<file path="config.mk">
export PLATFORM = sky130hd
export DESIGN_NAME = timer_irq_router
export DESIGN_NICKNAME = d
export VERILOG_FILES = /design/src/rtl/trt_pkg.sv /design/src/rtl/trt_req_stage.sv /design/src/rtl/trt_route_dec.sv /design/src/rtl/trt_irq_merge.sv /design/src/rtl/timer_irq_router.sv
export SDC_FILE = /design/constraint.sdc
export NUM_CORES = 1
export LEC_CHECK = 0
export BUFFER_PORTS_ARGS = -buffer_cell sky130_fd_sc_hd__buf_4
export CAP_MARGIN = 20
export CELL_PAD_IN_SITES_DETAIL_PLACEMENT = 1
export CELL_PAD_IN_SITES_GLOBAL_PLACEMENT = 2
export CORE_MARGIN = 4
export CORE_UTILIZATION = 22
export CTS_CLUSTER_DIAMETER = 150
export DETAILED_ROUTE_END_ITERATION = 7
export HOLD_SLACK_MARGIN = 0.08
export PLACE_DENSITY = 0.85
export SETUP_SLACK_MARGIN = 0.2
export SYNTH_ARGS = -nofsm -noshare
export SYNTH_HDL_FRONTEND = slang
export SYNTH_SLANG_ARGS = --single-unit
</file>
<file path="constraint.sdc">
create_clock -name clk -period 3 [get_ports clk]
set_clock_uncertainty 0.05 [all_clocks]
set_input_delay 0.3 -clock clk [delete_from_list [all_inputs] [get_ports clk]]
set_output_delay 0.3 -clock clk [all_outputs]
set_load 0.01 [all_outputs]
</file>
<file path="src/rtl/trt_pkg.sv">
package trt_pkg;

   localparam int unsigned MAX_TIMERS     = 4;
   localparam int unsigned PIC_LINES_DEF  = 16;
   localparam int unsigned APIC_LINES_DEF = 24;
   localparam int unsigned ROUTE_W_DEF    = 5;

   // shared APIC-only block every timer may use
   localparam int unsigned SHARED_LO = 20;
   localparam int unsigned SHARED_HI = 23;
   // private lines usable on both controllers
   localparam int unsigned T2_PRIV   = 11;
   localparam int unsigned T3_PRIV   = 12;
   // fixed override wiring
   localparam int unsigned LEG0_PIC  = 0;
   localparam int unsigned LEG0_APIC = 2;
   localparam int unsigned LEG1_LINE = 8;

   function automatic logic [31:0] route_caps(input int unsigned idx);
      logic [31:0] m;
      m = '0;
      for (int unsigned n = SHARED_LO; n <= SHARED_HI; n++) m[n] = 1'b1;
      if (idx == 2) m[T2_PRIV] = 1'b1;
      if (idx == 3) m[T3_PRIV] = 1'b1;
      return m;
   endfunction

   function automatic logic [31:0] reach_apic(input int unsigned nt);
      logic [31:0] m;
      m = '0;
      for (int unsigned i = 0; i < nt; i++) m |= route_caps(i);
      m[LEG0_APIC] = 1'b1;
      m[LEG1_LINE] = 1'b1;
      return m;
   endfunction

   function automatic logic [31:0] reach_pic(input int unsigned nt);
      logic [31:0] m;
      m = '0;
      for (int unsigned i = 0; i < nt; i++) m |= route_caps(i) & 32'h0000_FFFF;
      m[LEG0_PIC]  = 1'b1;
      m[LEG1_LINE] = 1'b1;
      return m;
   endfunction

endpackage

</file>
<file path="src/rtl/trt_req_stage.sv">
module trt_req_stage (
   input  logic clk,
   input  logic rst_n,
   input  logic fire,
   input  logic clr,
   input  logic level,
   output logic req
);

   logic sts_q;
   logic pulse_q;

   always_ff @(posedge clk or negedge rst_n) begin
      if (!rst_n) begin
         sts_q   <= 1'b0;
         pulse_q <= 1'b0;
      end else begin
         pulse_q <= fire & ~level;
         sts_q   <= level & (fire | (sts_q & ~clr));
      end
   end

   assign req = sts_q | pulse_q;

   AST_EDGE_FROM_MATCH: assert property (@(posedge clk) disable iff (!rst_n)
      pulse_q |-> $past(fire && !level));
   AST_EDGE_ONE_CYCLE: assert property (@(posedge clk) disable iff (!rst_n)
      pulse_q && !fire |=> !pulse_q);
   AST_LEVEL_HOLD: assert property (@(posedge clk) disable iff (!rst_n)
      sts_q && level && !clr |=> sts_q);
   AST_LEVEL_DROP: assert property (@(posedge clk) disable iff (!rst_n)
      sts_q && level && clr && !fire |=> !sts_q);

endmodule

</file>
<file path="src/rtl/trt_route_dec.sv">
module trt_route_dec #(
   parameter int unsigned TIMER_IDX  = 0,
   parameter int unsigned ROUTE_W    = trt_pkg::ROUTE_W_DEF,
   parameter int unsigned PIC_LINES  = trt_pkg::PIC_LINES_DEF,
   parameter int unsigned APIC_LINES = trt_pkg::APIC_LINES_DEF
) (
   input  logic [ROUTE_W-1:0]    route,
   input  logic                  legacy,
   output logic [PIC_LINES-1:0]  pic_sel,
   output logic [APIC_LINES-1:0] apic_sel
);

   localparam logic [31:0] CAPS = trt_pkg::route_caps(TIMER_IDX);
   localparam bit HAS_OVERRIDE  = (TIMER_IDX < 2);

   logic                  legal;
   logic [PIC_LINES-1:0]  std_pic;
   logic [APIC_LINES-1:0] std_apic;

   always_comb begin
      legal    = 1'b0;
      std_pic  = '0;
      std_apic = '0;
      for (int unsigned k = 0; k < APIC_LINES; k++)
         if (CAPS[k] && route == ROUTE_W'(k)) legal = 1'b1;
      if (legal) begin
         for (int unsigned k = 0; k < APIC_LINES; k++) std_apic[k] = (route == ROUTE_W'(k));
         for (int unsigned k = 0; k < PIC_LINES; k++)  std_pic[k]  = (route == ROUTE_W'(k));
      end
   end

   if (HAS_OVERRIDE) begin : g_override
      localparam int unsigned LP = (TIMER_IDX == 0) ? trt_pkg::LEG0_PIC  : trt_pkg::LEG1_LINE;
      localparam int unsigned LA = (TIMER_IDX == 0) ? trt_pkg::LEG0_APIC : trt_pkg::LEG1_LINE;
      logic [PIC_LINES-1:0]  fix_pic;
      logic [APIC_LINES-1:0] fix_apic;
      always_comb begin
         fix_pic      = '0;
         fix_pic[LP]  = 1'b1;
         fix_apic     = '0;
         fix_apic[LA] = 1'b1;
      end
      assign pic_sel  = legacy ? fix_pic  : std_pic;
      assign apic_sel = legacy ? fix_apic : std_apic;
   end else begin : g_plain
      logic unused_legacy;
      assign unused_legacy = legacy;
      assign pic_sel  = std_pic;
      assign apic_sel = std_apic;
   end

   always_comb begin
      if (!(legacy && HAS_OVERRIDE) && !legal)
         AST_BAD_ROUTE_SILENT: assert (pic_sel == '0 && apic_sel == '0);
      if (legacy && TIMER_IDX == 0)
         AST_OVERRIDE_T0: assert (pic_sel[trt_pkg::LEG0_PIC] && apic_sel[trt_pkg::LEG0_APIC]);
   end

endmodule

</file>
<file path="src/rtl/trt_irq_merge.sv">
module trt_irq_merge #(
   parameter int unsigned NUM_TIMERS = trt_pkg::MAX_TIMERS,
   parameter int unsigned LINES      = trt_pkg::APIC_LINES_DEF
) (
   input  logic                        clk,
   input  logic                        rst_n,
   input  logic [NUM_TIMERS-1:0]       req,
   input  logic [NUM_TIMERS*LINES-1:0] sel_flat,
   output logic [LINES-1:0]            irq_q
);

   logic [LINES-1:0] acc;

   always_comb begin
      acc = '0;
      for (int unsigned t = 0; t < NUM_TIMERS; t++)
         if (req[t]) acc |= sel_flat[t*LINES +: LINES];
   end

   always_ff @(posedge clk or negedge rst_n) begin
      if (!rst_n) irq_q <= '0;
      else        irq_q <= acc;
   end

   AST_IDLE_QUIET: assert property (@(posedge clk) disable iff (!rst_n)
      req == '0 |=> irq_q == '0);

endmodule

</file>
<file path="src/rtl/timer_irq_router.sv">
module timer_irq_router
   import trt_pkg::*;
#(
   parameter int unsigned NUM_TIMERS = MAX_TIMERS,
   parameter int unsigned ROUTE_W    = ROUTE_W_DEF,
   parameter int unsigned PIC_LINES  = PIC_LINES_DEF,
   parameter int unsigned APIC_LINES = APIC_LINES_DEF
) (
   input  logic                             clk,
   input  logic                             rst_n,
   input  logic                             legacy_repl,
   input  logic [NUM_TIMERS-1:0]            tmr_fire,
   input  logic [NUM_TIMERS-1:0]            tmr_clr,
   input  logic [NUM_TIMERS-1:0]            tmr_level,
   input  logic [NUM_TIMERS*ROUTE_W-1:0]    tmr_route,
   output logic [PIC_LINES-1:0]             pic_irq,
   output logic [APIC_LINES-1:0]            apic_irq,
   output logic [NUM_TIMERS*APIC_LINES-1:0] tmr_cap
);

   localparam logic [31:0] REACH_A = reach_apic(NUM_TIMERS);
   localparam logic [31:0] REACH_P = reach_pic(NUM_TIMERS);

   if (NUM_TIMERS < 2 || NUM_TIMERS > MAX_TIMERS) begin : g_bad_timers
      $error("timer_irq_router: NUM_TIMERS must be 2..4");
   end
   if (APIC_LINES < SHARED_HI + 1 || APIC_LINES > 32) begin : g_bad_apic
      $error("timer_irq_router: APIC_LINES must be 24..32");
   end
   if (PIC_LINES <= T3_PRIV || PIC_LINES > APIC_LINES) begin : g_bad_pic
      $error("timer_irq_router: PIC_LINES out of range");
   end
   if ((1 << ROUTE_W) < APIC_LINES) begin : g_bad_route
      $error("timer_irq_router: ROUTE_W too narrow for APIC_LINES");
   end

   logic [NUM_TIMERS-1:0]            t_req;
   logic [NUM_TIMERS*PIC_LINES-1:0]  pic_sel_flat;
   logic [NUM_TIMERS*APIC_LINES-1:0] apic_sel_flat;

   for (genvar t = 0; t < NUM_TIMERS; t++) begin : g_timer
      localparam logic [31:0] CAPS = route_caps(t);

      assign tmr_cap[t*APIC_LINES +: APIC_LINES] = CAPS[APIC_LINES-1:0];

      trt_req_stage u_req (
         .clk   (clk),
         .rst_n (rst_n),
         .fire  (tmr_fire[t]),
         .clr   (tmr_clr[t]),
         .level (tmr_level[t]),
         .req   (t_req[t])
      );

      trt_route_dec #(
         .TIMER_IDX  (t),
         .ROUTE_W    (ROUTE_W),
         .PIC_LINES  (PIC_LINES),
         .APIC_LINES (APIC_LINES)
      ) u_dec (
         .route    (tmr_route[t*ROUTE_W +: ROUTE_W]),
         .legacy   (legacy_repl),
         .pic_sel  (pic_sel_flat[t*PIC_LINES +: PIC_LINES]),
         .apic_sel (apic_sel_flat[t*APIC_LINES +: APIC_LINES])
      );
   end

   trt_irq_merge #(.NUM_TIMERS(NUM_TIMERS), .LINES(PIC_LINES)) u_pic_merge (
      .clk      (clk),
      .rst_n    (rst_n),
      .req      (t_req),
      .sel_flat (pic_sel_flat),
      .irq_q    (pic_irq)
   );

   trt_irq_merge #(.NUM_TIMERS(NUM_TIMERS), .LINES(APIC_LINES)) u_apic_merge (
      .clk      (clk),
      .rst_n    (rst_n),
      .req      (t_req),
      .sel_flat (apic_sel_flat),
      .irq_q    (apic_irq)
   );

   AST_NO_STRAY_APIC: assert property (@(posedge clk) disable iff (!rst_n)
      (apic_irq & ~REACH_A[APIC_LINES-1:0]) == '0);
   AST_NO_STRAY_PIC: assert property (@(posedge clk) disable iff (!rst_n)
      (pic_irq & ~REACH_P[PIC_LINES-1:0]) == '0);
   AST_OVERRIDE_T1: assert property (@(posedge clk) disable iff (!rst_n)
      legacy_repl && t_req[1] |=> pic_irq[LEG1_LINE] && apic_irq[LEG1_LINE]);

endmodule

</file>
[Word level (Yosys, flattened, before mapping)]
Index checks and enable logic that the tools add are counted.
Storage, ports and cells
  bits in registers: 48
  output and inout port bits: 136
Cells by class
  eq/ne operators: 92
  muxes and demuxes: 38
  bitwise gates (word level): 34
  reduce and logical (&&, ||, !) cells: 4
Operator list (number)
  $mux 24: 10
  $eq 5x4->1 const B: 32
  $eq 5x5->1 const B: 32
  $mux 16: 10
  $eq 5x3->1 const B: 16
  $or 24x24->24: 3
  $or 16x16->16: 3
  $eq 5x2->1 const B: 8
  $eq 5x1->1 const B: 4
  $logic_not 5->1: 4
  $mux 1: 18
  $and 1x1->1: 12
  $not 1->1: 8
  $or 1x1->1: 8

[Longest topological paths before layout]
Gate-level depths: netlist of the first run.
  word-level depth: 14
  gate-level depth with buffers: 4
  mapped depth without buffers: 4

[Hierarchy]
From an unflattened synthesis of the first run, not the netlist that was laid out.
Unflattened totals
  cells, all modules: 472
  area total of the unflattened synthesis: 4324.1 µm²
By module, submodules not included
  trt_irq_merge at u_apic_merge: times used 1, cells each 104, area each 1126.1 µm²
  trt_irq_merge at u_pic_merge: times used 1, cells each 72, area each 814.5 µm²
  timer_irq_router: times used 1, cells each 98, area each 728.2 µm²
  trt_req_stage: times used 4, cells each 6, area each 83.8 µm²
  trt_route_dec at g_timer[1].u_dec: times used 1, cells each 43, area each 335.3 µm²
  trt_route_dec at g_timer[0].u_dec: times used 1, cells each 43, area each 331.6 µm²
  trt_route_dec at g_timer[2].u_dec: times used 1, cells each 43, area each 329.1 µm²
  trt_route_dec at g_timer[3].u_dec: times used 1, cells each 45, area each 324.1 µm²

[Least setup slack after synthesis of the first run]
No wires, ideal clock.
  path kind: flip-flop to flip-flop
  start: reg g_timer[3].u_req.sts_q
  end: reg u_apic_merge.irq_q[20]
  arrival time: 1106 ps
  required time: 2886 ps
  slack: 1780 ps
  cell stages (with the launch flop): 5
  buffers on the path: 0
  clock period less this slack: 1220 ps
  path through: dfrtp_1 > o21ai_1 > or3b_4 > o32ai_1 > a221o_2
Between the ends
  word-level cells in the longest chain between the ends: 2
RTL lines
  start: declaration: RTL line trt_req_stage.sv:10  | logic sts_q;
  start signal: assignment: RTL line trt_req_stage.sv:19  | sts_q <= level & (fire | (sts_q & ~clr));
  $or 1x1->1: RTL line trt_req_stage.sv:23  | assign req = sts_q | pulse_q;
  $mux 24: RTL line trt_irq_merge.sv:17  | if (req[t]) acc |= sel_flat[t*LINES +: LINES];
  via u_apic_merge.acc[20]: RTL line trt_irq_merge.sv:12  | logic [LINES-1:0] acc;
  end signal: assignment: RTL line trt_irq_merge.sv:21  | if (!rst_n) irq_q <= '0;
  end signal: assignment: RTL line trt_irq_merge.sv:22  | else irq_q <= acc;
  end: declaration: RTL line trt_irq_merge.sv:9  | output logic [LINES-1:0] irq_q
The timed path passes the listed nets, and every way through them passes these cells.

[Final worst setup path of the first run]
Ends and elaborated chain as after synthesis.

==> flow_summary.json, run 1 <==
{
  "nNetsFinal": 314,
  "finalHoldViolCount": 0,
  "synth.ff_latch_count": 34,
  "ff2ff_path_depth": 4,
  "grt-busiest-layer": "met2",
  "cts_resized": 0,
  "fillers": 1073,
  "diodes": 0,
  "clk_pin_slew_worst_paths_ns": 0.07,
  "synthesis.area_um2": 2020,
  "end_kind": "flop",
  "cp_data_arrival_time_ns": 1.56,
  "mostFrequentLayoutCell": "conb_1",
  "drt_iter0_drc": 17,
  "rsz0062_at_grt": "false",
  "cts_root_buffer": "clkbuf_8",
  "routabilityCongestion": 0.672,
  "dr.pass1.iters": 3,
  "vias_per_cell": 3.24,
  "final_cell_mix": "conb_1 (113), buf_4 (74), dfrtp_1 (34)",
  "synth_area_per_cell_um2": 10.3,
  "cts.htree.levels": 2,
  "io_buffers": 74,
  "synth_cell_types": 20,
  "die_h_um": 104,
  "rows": 34,
  "cts_buffer_depth": 2,
  "fin_crit_ns": 1.39,
  "ant_nets": 0,
  "yosys_warnings": 0,
  "max_freq_mhz": 721,
  "area_growth_pct": 19.1,
  "wl_per_cell_um": 11.2,
  "ir_worst_vdd_v": 0.000142,
  "vias": 1259,
  "grt_max_degree": 35,
  "grtUsageMet2": 0.149,
  "track_usage": 0.0767,
  "seq_area_frac_synth": 0.421,
  "coreArea_um2": 8850,
  "cp-endpoint": "u_apic_merge.irq_q[20]$_DFF_PN0_",
  "dieArea_um2": 10800,
  "grt_pass1_wl_um": 6580,
  "cap_violations": 0,
  "cp.required_ns": 3.17,
  "finalCritPeriodShare": 0.463,
  "clock_latency_ns": 0.28,
  "grtUsageMet3": 0.0329,
  "multi_input_area_um2": 743,
  "detailed_place_hpwl_um": 3690,
  "setup_viol": 0,
  "synthCells": 196,
  "drive_gt1_frac": 0.311,
  "die_w_um": 104,
  "timing.rr.end": "u_apic_merge.irq_q[20]$_DFF_PN0_",
  "crit_type": "flop to flop",
  "p_leak_nw": 1.32,
  "routed_wl_um": 4340,
  "status": "completed",
  "cp-start-kind": "flop",
  "tns_ns": 0,
  "cp_max_fo": 4,
  "first_global_vias": 1279,
  "report.final.slew_viol_count": 0,
  "use_met1": 0.0707,
  "reg2reg_setup_slack_ns": 1.61,
  "ios": 171,
  "place_area_um2": 2300,
  "stdcell_area_um2": 2410,
  "cts_tree": "built",
  "grt.overflow.total": 0,
  "cts_buffers": 5,
  "setup.worst_path.start": "g_timer[3].u_req.sts_q$_DFF_PN0_",
  "cts_sinks": 34,
  "regArea_um2": 851,
  "r2r-start": "g_timer[3].u_req.sts_q$_DFF_PN0_",
  "route.detailed.drc": 0,
  "start_util": 0.229,
  "hold_class": "input pin to flop",
  "powerDensity_nw_per_um2": 429,
  "antenna_found_initial": 0
}
## Yosys cell counts
cell type / n / area (um2)
o32ai_1: 4 / 35.0
or3_1: 1 / 6.26
a221o_2: 4 / 45.0
dfrtp_1: 34 / 851
nand2b_1: 1 / 6.26
nor2b_1: 11 / 68.8
inv_1: 5 / 18.8
buf_4: 110 / 826
conb_1: 2 / 7.51
o21ai_1: 1 / 5.00
nand3b_1: 1 / 7.51
nor2_1: 8 / 30.0
nand4b_1: 1 / 8.76
o211ai_1: 2 / 15.0
nor4_1: 1 / 6.26
or4bb_1: 1 / 11.3
o21a_1: 6 / 45.0
or3b_4: 1 / 11.3
nor4b_1: 1 / 8.76
o2111ai_1: 1 / 8.76
## how the worst min path moves through the flow
stage	slack [ns]	depth (start not counted)	endpoint	from
floorplan	-0.05	0	g_timer[0].u_req.pulse_q$_DFF_PN0_	rst_n
global placement	0.23	1	u_apic_merge.irq_q[21]$_DFF_PN0_	rst_n
CTS	0.11	2	g_timer[1].u_req.pulse_q$_DFF_PN0_	tmr_level[1]
global route	0.11	2	g_timer[2].u_req.pulse_q$_DFF_PN0_	tmr_level[2]
detailed placement	0.24	1	u_pic_merge.irq_q[0]$_DFF_PN0_	rst_n
finish	0.12	2	g_timer[1].u_req.pulse_q$_DFF_PN0_	tmr_level[1]
## layer usage
metal,vias to the layer above,part of all wire
met2,90,0.55
met5,-,0
met1,588,0.32
li1,576,-
met3,5,0.11
met4,0,0.0097
## worst max-delay path: stages (launching register included)
cell,delay [ns]
dfrtp_1,0.34
o21ai_1,0.11
or3b_4,0.41
o32ai_1,0.26
a221o_2,0.16
## sequential cells by signal, indices dropped and copies added, names as in the netlist
| signal | cells |
|---|---|
| g_timer.u_req.pulse_q | 4 |
| g_timer.u_req.sts_q | 4 |
| u_apic_merge.irq_q | 16 |
| u_pic_merge.irq_q | 10 |
## area by class of cell
cell class                 count  area share
sequential                    34       0.353
multi-input combinational    158       0.309
timing repair buffer          75       0.235
tap                          108      0.0561
clock buffer                   6      0.0343
inverter                       5     0.00779
clock inverter                 2     0.00519
## stage by stage
stage          power, mW   util  setup WS (ns)  instances  hold WS (ns)
2_1_floorplan      0.693      -           1.78        307       -0.0456
3_3_place_gp       0.681  0.260           1.61        379         0.232
6_report            1.03  0.272           1.61        388         0.123
5_1_grt             1.10  0.272           1.51        388         0.114
4_1_cts             1.06  0.272           1.60        388         0.107
3_5_place_dp       0.685  0.260           1.57        379         0.238
## kinds of logic after synthesis
logic type             after synthesis  share of synthesized area
other                                2                    0.00371
DFF                                 34                      0.421
buffers and inverters              115                      0.418
and+or+nand+nor                     27                     0.0817
AOI/OAI and AO/OA                   18                     0.0761
## power breakdown
group | leakage (nW) | total, mW | internal (mW) | switching, mW
sequential | 0.423 | 0.491 | 0.480 | 0.0105
clock | 0.0472 | 0.353 | 0.184 | 0.169
combinational | 0.847 | 0.188 | 0.0730 | 0.115
## timing repair
| action | in CTS | in global routing |
|---|---|---|
| endpoints found under the setup margin | 0 | 0 |
| endpoints found under the hold margin | 34 | 0 |
| hold buffers | 1 | 0 |
| buffers inserted | 0 | 0 |
No activity file was read; power rests on OpenSTA's default activity.
==> run 2: changes to the inputs <==
CORE_UTILIZATION = 18   (was 22)
PLACE_DENSITY = 0.74   (was 0.85)
clock period = 1.2 ns   (was 3 ns; I/O delays follow)
==> flow_summary.json, run 2 (same netlist as run 1, synthesis figures left out) <==
{
  "cts_hold_buf": 14,
  "cts_root_buffer": "clkbuf_16",
  "path_cells": "o21ai_2 > or3b_4 > o32ai_4 > a221o_2",
  "end_kind": "flop",
  "cp_data_arrival_time_ns": 1.51,
  "die_h_um": 114,
  "fillers": 1300,
  "ant_nets": 0,
  "cts.htree.levels": 2,
  "cap_violations": 0,
  "routed-wl-met3_um": 543,
  "die_w_um": 114,
  "whs_ns": 0.0191,
  "p_leak_nw": 1.45,
  "grt_pass1_wl_um": 6310,
  "largest_reg_flops": 16,
  "multi_input_area_um2": 828,
  "rows": 38,
  "routabilityCongestion": 0.691,
  "cts_buffer_depth": 2,
  "place_area_um2": 2420,
  "cts_sinks": 34,
  "top_register": "u_apic_merge.irq_q",
  "rsz0062_at_grt": "true",
  "nNetsFinal": 333,
  "ir_worst_vdd_v": 0.000490,
  "max_freq_mhz": 745,
  "powerDensity_nw_per_um2": 1090,
  "finalHoldViolCount": 0,
  "drive_gt1_frac": 0.338,
  "hold_class": "input pin to flop",
  "power_mw": 3.03,
  "routed_wl_um": 4510,
  "coreArea_um2": 10900,
  "route.detailed.drc": 0,
  "pre_cts_ws_ns": -0.157,
  "path_buf_inv": 0,
  "area_growth_pct": 37.3,
  "wl_per_cell_um": 10.3,
  "clock_latency_ns": 0.27,
  "stdcell_area_um2": 2780,
  "mostFrequentLayoutCell": "conb_1",
  "setup_ws_ns": -0.142,
  "first_global_vias": 1305,
  "met2_length_um": 2430,
  "finalCritPeriodShare": 1.12,
  "dr.pass1.iters": 4,
  "grt.overflow.total": 0,
  "final_cell_mix": "conb_1 (113), buf_4 (76), dfrtp_1 (34)",
  "violations": "setup timing",
  "start_util": 0.185,
  "routed.top_layer": "met4",
  "worst_path_max_delay_cell": "or3b_4",
  "dieArea_um2": 13000,
  "top_regs": "u_apic_merge.irq_q x16, u_pic_merge.irq_q x10",
  "drt_iter0_drc": 38,
  "setup_viol": 4,
  "regArea_um2": 851,
  "clk_pin_slew_worst_paths_ns": 0.06,
  "cp_top_family": "compound AO/OA/AOI/OAI gates",
  "cp-start-kind": "flop",
  "detailed_place_hpwl_um": 3740,
  "report.final.slew_viol_count": 0,
  "antenna_found_initial": 0,
  "cts_tree": "built",
  "track_usage": 0.0631,
  "ios": 171,
  "vias": 1336,
  "cp_max_fo": 4,
  "grt_max_degree": 35,
  "crit_type": "flop to flop",
  "diodes": 0,
  "status": "finished, violations left",
  "max_stage_delay_ns": 0.43,
  "vias_per_cell": 3.04,
  "wl_met1_um": 1470,
  "reg2reg_setup_slack_ns": -0.14,
  "fin_crit_ns": 1.34,
  "io_buffers": 74,
  "cp.required_ns": 1.37,
  "cts_buffers": 5
}
## run 2: cell types whose count changed in the layout (fill, tap and decap cells not counted), sizes merged
cell / previous run / this run
dlygate4sd3: 1 / 14
buf: 74 / 80
clkbuf: 6 / 7
clkinvlp: 1 / 0
## run 2: metrics by stage
| stage | util | std cells | setup TNS, ns |
|---|---|---|---|
| global placement | 0.221 | 417 | -0.497 |
| floorplan | - | 307 | -0.0740 |
| global route | 0.254 | 439 | -0.637 |
| finish | 0.254 | 439 | -0.540 |
| detailed placement | 0.221 | 417 | -0.529 |
| CTS | 0.251 | 439 | -0.569 |
## run 2: repair_timing
| item | in CTS | in global routing |
|---|---|---|
| setup buffers | 0 | 0 |
| hold endpoints to repair | 46 | 1 |
| gates resized for setup | 5 | 7 |
| endpoints found under the setup margin | 6 | 9 |
## run 2: final cells by class
cell class,instances,share of cell area
Clock buffer,7,0.0514
Multi-Input combinational cell,158,0.298
Tap cell,140,0.0631
Clock inverter,1,0.00180
Timing Repair Buffer,94,0.272
Inverter,5,0.00676
Sequential cell,34,0.306
## run 2: where the power goes
| part | switching (mW) | total (mW) | internal, mW |
|---|---|---|---|
| clock network | 0.433 | 1.25 | 0.821 |
| logic | 0.312 | 0.546 | 0.234 |
| registers | 0.0263 | 1.23 | 1.20 |
| total | 0.772 | 3.03 | 2.26 |
## run 2: final timing paths
kind | start | endpoint | depth (start not counted)
max | g_timer[3].u_req.sts_q$_DFF_PN0_ | u_apic_merge.irq_q[21]$_DFF_PN0_ | 4
min | tmr_route[15] | u_pic_merge.irq_q[12]$_DFF_PN0_ | 2
max reg2reg | g_timer[3].u_req.sts_q$_DFF_PN0_ | u_apic_merge.irq_q[21]$_DFF_PN0_ | 4
min reg2reg | g_timer[0].u_req.pulse_q$_DFF_PN0_ | u_apic_merge.irq_q[2]$_DFF_PN0_ | 2
max in group asynchronous | rst_n | u_apic_merge.irq_q[13]$_DFF_PN0_ | 2
min in group asynchronous | rst_n | u_apic_merge.irq_q[21]$_DFF_PN0_ | 2
## run 2: worst register-to-register path, cell delays in order (launching register included)
cell and delay, ns:
dfrtp_1 0.35, o21ai_2 0.07, or3b_4 0.43, o32ai_4 0.24, a221o_2 0.15
## run 2: routing by layer
| metal | up-vias | GRT usage |
|---|---|---|
| met5 | - | 0 |
| met4 | 0 | 0.0261 |
| met3 | 4 | 0.0191 |
| met2 | 97 | 0.114 |
| met1 | 624 | 0.0681 |
| li1 | 611 | - |
==> run 3: changes to the inputs <==
CORE_UTILIZATION = 25   (was 18)
RECOVER_POWER = 25   (was not set)
SYNTH_HIERARCHICAL = 1   (was not set)
==> flow_summary.json, run 3 <==
{
  "max_freq_mhz": 892,
  "io_buffers": 74,
  "start_util": 0.258,
  "diodes": 0,
  "synthTopCellsByCount": "buf_4 (238), a22oi_1 (76), dfrtp_1 (48)",
  "wl_per_cell_um": 12.0,
  "crit_type": "flop to flop",
  "ir_worst_vdd_v": 0.000540,
  "yosysMostFrequentCell": "buf_4",
  "status": "completed",
  "die_h_um": 140,
  "pwr-share-seq": 0.385,
  "rsz0062_at_grt": "true",
  "synthTopCellsByArea": "buf_4 (41%), dfrtp_1 (28%), a22oi_1 (13%)",
  "p_leak_nw": 2.53,
  "cp-start-kind": "flop",
  "end_kind": "flop",
  "cts_buffers": 5,
  "ant_nets": 0,
  "met2_length_um": 5090,
  "synth_edf_count": 0,
  "setup_viol": 0,
  "routed_wl_um": 9410,
  "fin_crit_ns": 1.12,
  "synthesis.area_um2": 4320,
  "reg2reg_setup_slack_ns": 0.08,
  "drt_iter0_drc": 58,
  "coreArea_um2": 16800,
  "first_global_vias": 2938,
  "vias": 2697,
  "top_register": "u_apic_merge/irq_q",
  "grt_pass1_wl_um": 15300,
  "worst_path_max_delay_cell": "dfrtp_1",
  "final_core_util": 0.280,
  "routed-wl-met3_um": 579,
  "grt_max_degree": 28,
  "rows": 47,
  "largest_reg_flops": 24,
  "synth_top_area_frac": 0.413,
  "finalCritPeriodShare": 0.935,
  "area_growth_pct": 8.54,
  "fillers": 2051,
  "path_cells": "or2_4 > a22oi_2 > nand2_1",
  "cts.htree.levels": 2,
  "drive_gt1_frac": 0.257,
  "cts_buffer_depth": 2,
  "cp_data_arrival_time_ns": 1.24,
  "hold_class": "input pin to flop",
  "cap_violations": 0,
  "final_cell_mix": "conb_1 (232), buf_4 (77), a22oi_1 (60)",
  "dp_cells": 752,
  "p_int_mw": 3.37,
  "relSlewSlack": 0.564,
  "yosys_warnings": 6,
  "finalHoldViolCount": 0,
  "detailed_place_hpwl_um": 7620,
  "route.detailed.drc": 0,
  "grt.overflow.total": 0,
  "cp.required_ns": 1.32,
  "wl_met1_um": 3650,
  "cp_max_fo": 8,
  "dieArea_um2": 19500,
  "pwr-share-comb": 0.283,
  "final_cells": 784,
  "nNetsFinal": 598,
  "powerDensity_nw_per_um2": 1030,
  "die_w_um": 140,
  "ys_dominant_reg_cell": "dfrtp_1",
  "track_usage": 0.0976,
  "clock_latency_ns": 0.29,
  "dr.pass1.iters": 4,
  "synth_cell_types": 23,
  "cts_tree": "built",
  "synth.ff_latch_count": 48,
  "cts_root_buffer": "clkbuf_16",
  "routabilityCongestion": 0.715,
  "synth_area_per_cell_um2": 9.16,
  "report.final.slew_viol_count": 0,
  "synthCells": 472,
  "ios": 171,
  "seq_area_frac_synth": 0.278,
  "antenna_found_initial": 0,
  "synth_top_area_cell": "buf_4",
  "switchingPower_mw": 1.44,
  "mostFrequentLayoutCell": "conb_1",
  "top_regs": "u_apic_merge/irq_q x24, u_pic_merge/irq_q x16",
  "worst_pin_slew_ns": 0.654,
  "clock_power_share": 0.332,
  "sw_frac_of_total": 0.300,
  "routed.top_layer": "met4",
  "clk_pin_slew_worst_paths_ns": 0.07,
  "max_stage_delay_ns": 0.38,
  "cts_sinks": 48,
  "vias_per_cell": 3.44,
  "ys_async_sr_fraction": 1.00
}
[run 3: changes by cell type after synthesis, sizes merged, moves of 6 or more]
cell / previous run / this run
nand2: 0 / 44
nor3: 0 / 7
nor3b: 0 / 6
buf: 110 / 250
a22oi: 0 / 80
dfrtp: 34 / 48
[run 3: logic make-up after synthesis]
group | share of synthesized area
compound gates | 0.150
buf+inv | 0.451
flops | 0.278
other cells | 0.00521
simple gates | 0.115
[run 3: per-stage QoR]
| stage | total power, mW | hold slack [ns] | setup WS, ns | TNS, ns | cell area (um2) |
|---|---|---|---|---|---|
| detailed placement | 3.09 | 0.00731 | 0.0621 | 0 | 4250 |
| floorplan | 3.18 | -0.226 | -0.0538 | -0.122 | 5260 |
| CTS | 4.82 | 0.0851 | 0.0975 | 0 | 4630 |
| finish | 4.82 | 0.0930 | 0.0783 | 0 | 4690 |
| global placement | 3.07 | 0.00303 | 0.0348 | 0 | 4250 |
| global route | 5.14 | 0.0949 | 0.0325 | 0 | 4690 |
[run 3: cell type report]
type	instances	area (um2)	area share
clock buffer	6	129	0.0275
clock inverter	2	35.0	0.00746
inverter	2	7.51	0.00160
multi-input combinational	396	2130	0.453
sequential	48	1200	0.256
tap	220	275	0.0587
timing repair buffer	110	918	0.196
[run 3: repair_timing]
action | 4_1_cts | 5_1_grt
gates cloned | 2 | 0
pin swaps | 7 | 8
hold endpoints to repair | 56 | 0
hold buffers | 9 | 0
setup endpoints to repair | 22 | 30
setup buffers | 8 | 5
gates resized for setup | 15 | 9
[run 3: worst paths after layout]
check / from / end / depth (start not counted)
setup reg to reg: g_timer[2].u_req/sts_q$_DFF_PN0_ / u_apic_merge/irq_q[11]$_DFF_PN0_ / 3
min in group asynchronous: rst_n / u_apic_merge/irq_q[5]$_DFF_PN0_ / 2
max in group asynchronous: rst_n / u_pic_merge/irq_q[11]$_DFF_PN0_ / 3
hold / removal: tmr_clr[0] / g_timer[0].u_req/sts_q$_DFF_PN0_ / 3
hold reg to reg: g_timer[1].u_req/sts_q$_DFF_PN0_ / g_timer[1].u_req/sts_q$_DFF_PN0_ / 2
setup / recovery: g_timer[2].u_req/sts_q$_DFF_PN0_ / u_apic_merge/irq_q[11]$_DFF_PN0_ / 3
[run 3: routing by layer]
metal | up-vias | GRT usage
met5 | - | 0
met4 | 0 | 0.0232
met3 | 6 | 0.0202
met2 | 93 | 0.183
met1 | 1302 | 0.113
li1 | 1296 | -
[run 3: power groups by stage]
stage / Sequential (mW) / Clock, mW / Combinational (mW)
after detailed placement: 1.88 / 0 / 1.21
final: 1.86 / 1.60 / 1.36
after global placement: 1.88 / 0 / 1.19
after global routing: 1.87 / 1.73 / 1.53
after floorplan: 1.93 / 0 / 1.24
after CTS: 1.86 / 1.67 / 1.30
[run 3: worst max-delay path: cells and delay by family, from the launching register on]
kind            cells  cell delay, ns
flops               1            0.38
compound gates      1            0.19
simple gates        2            0.38
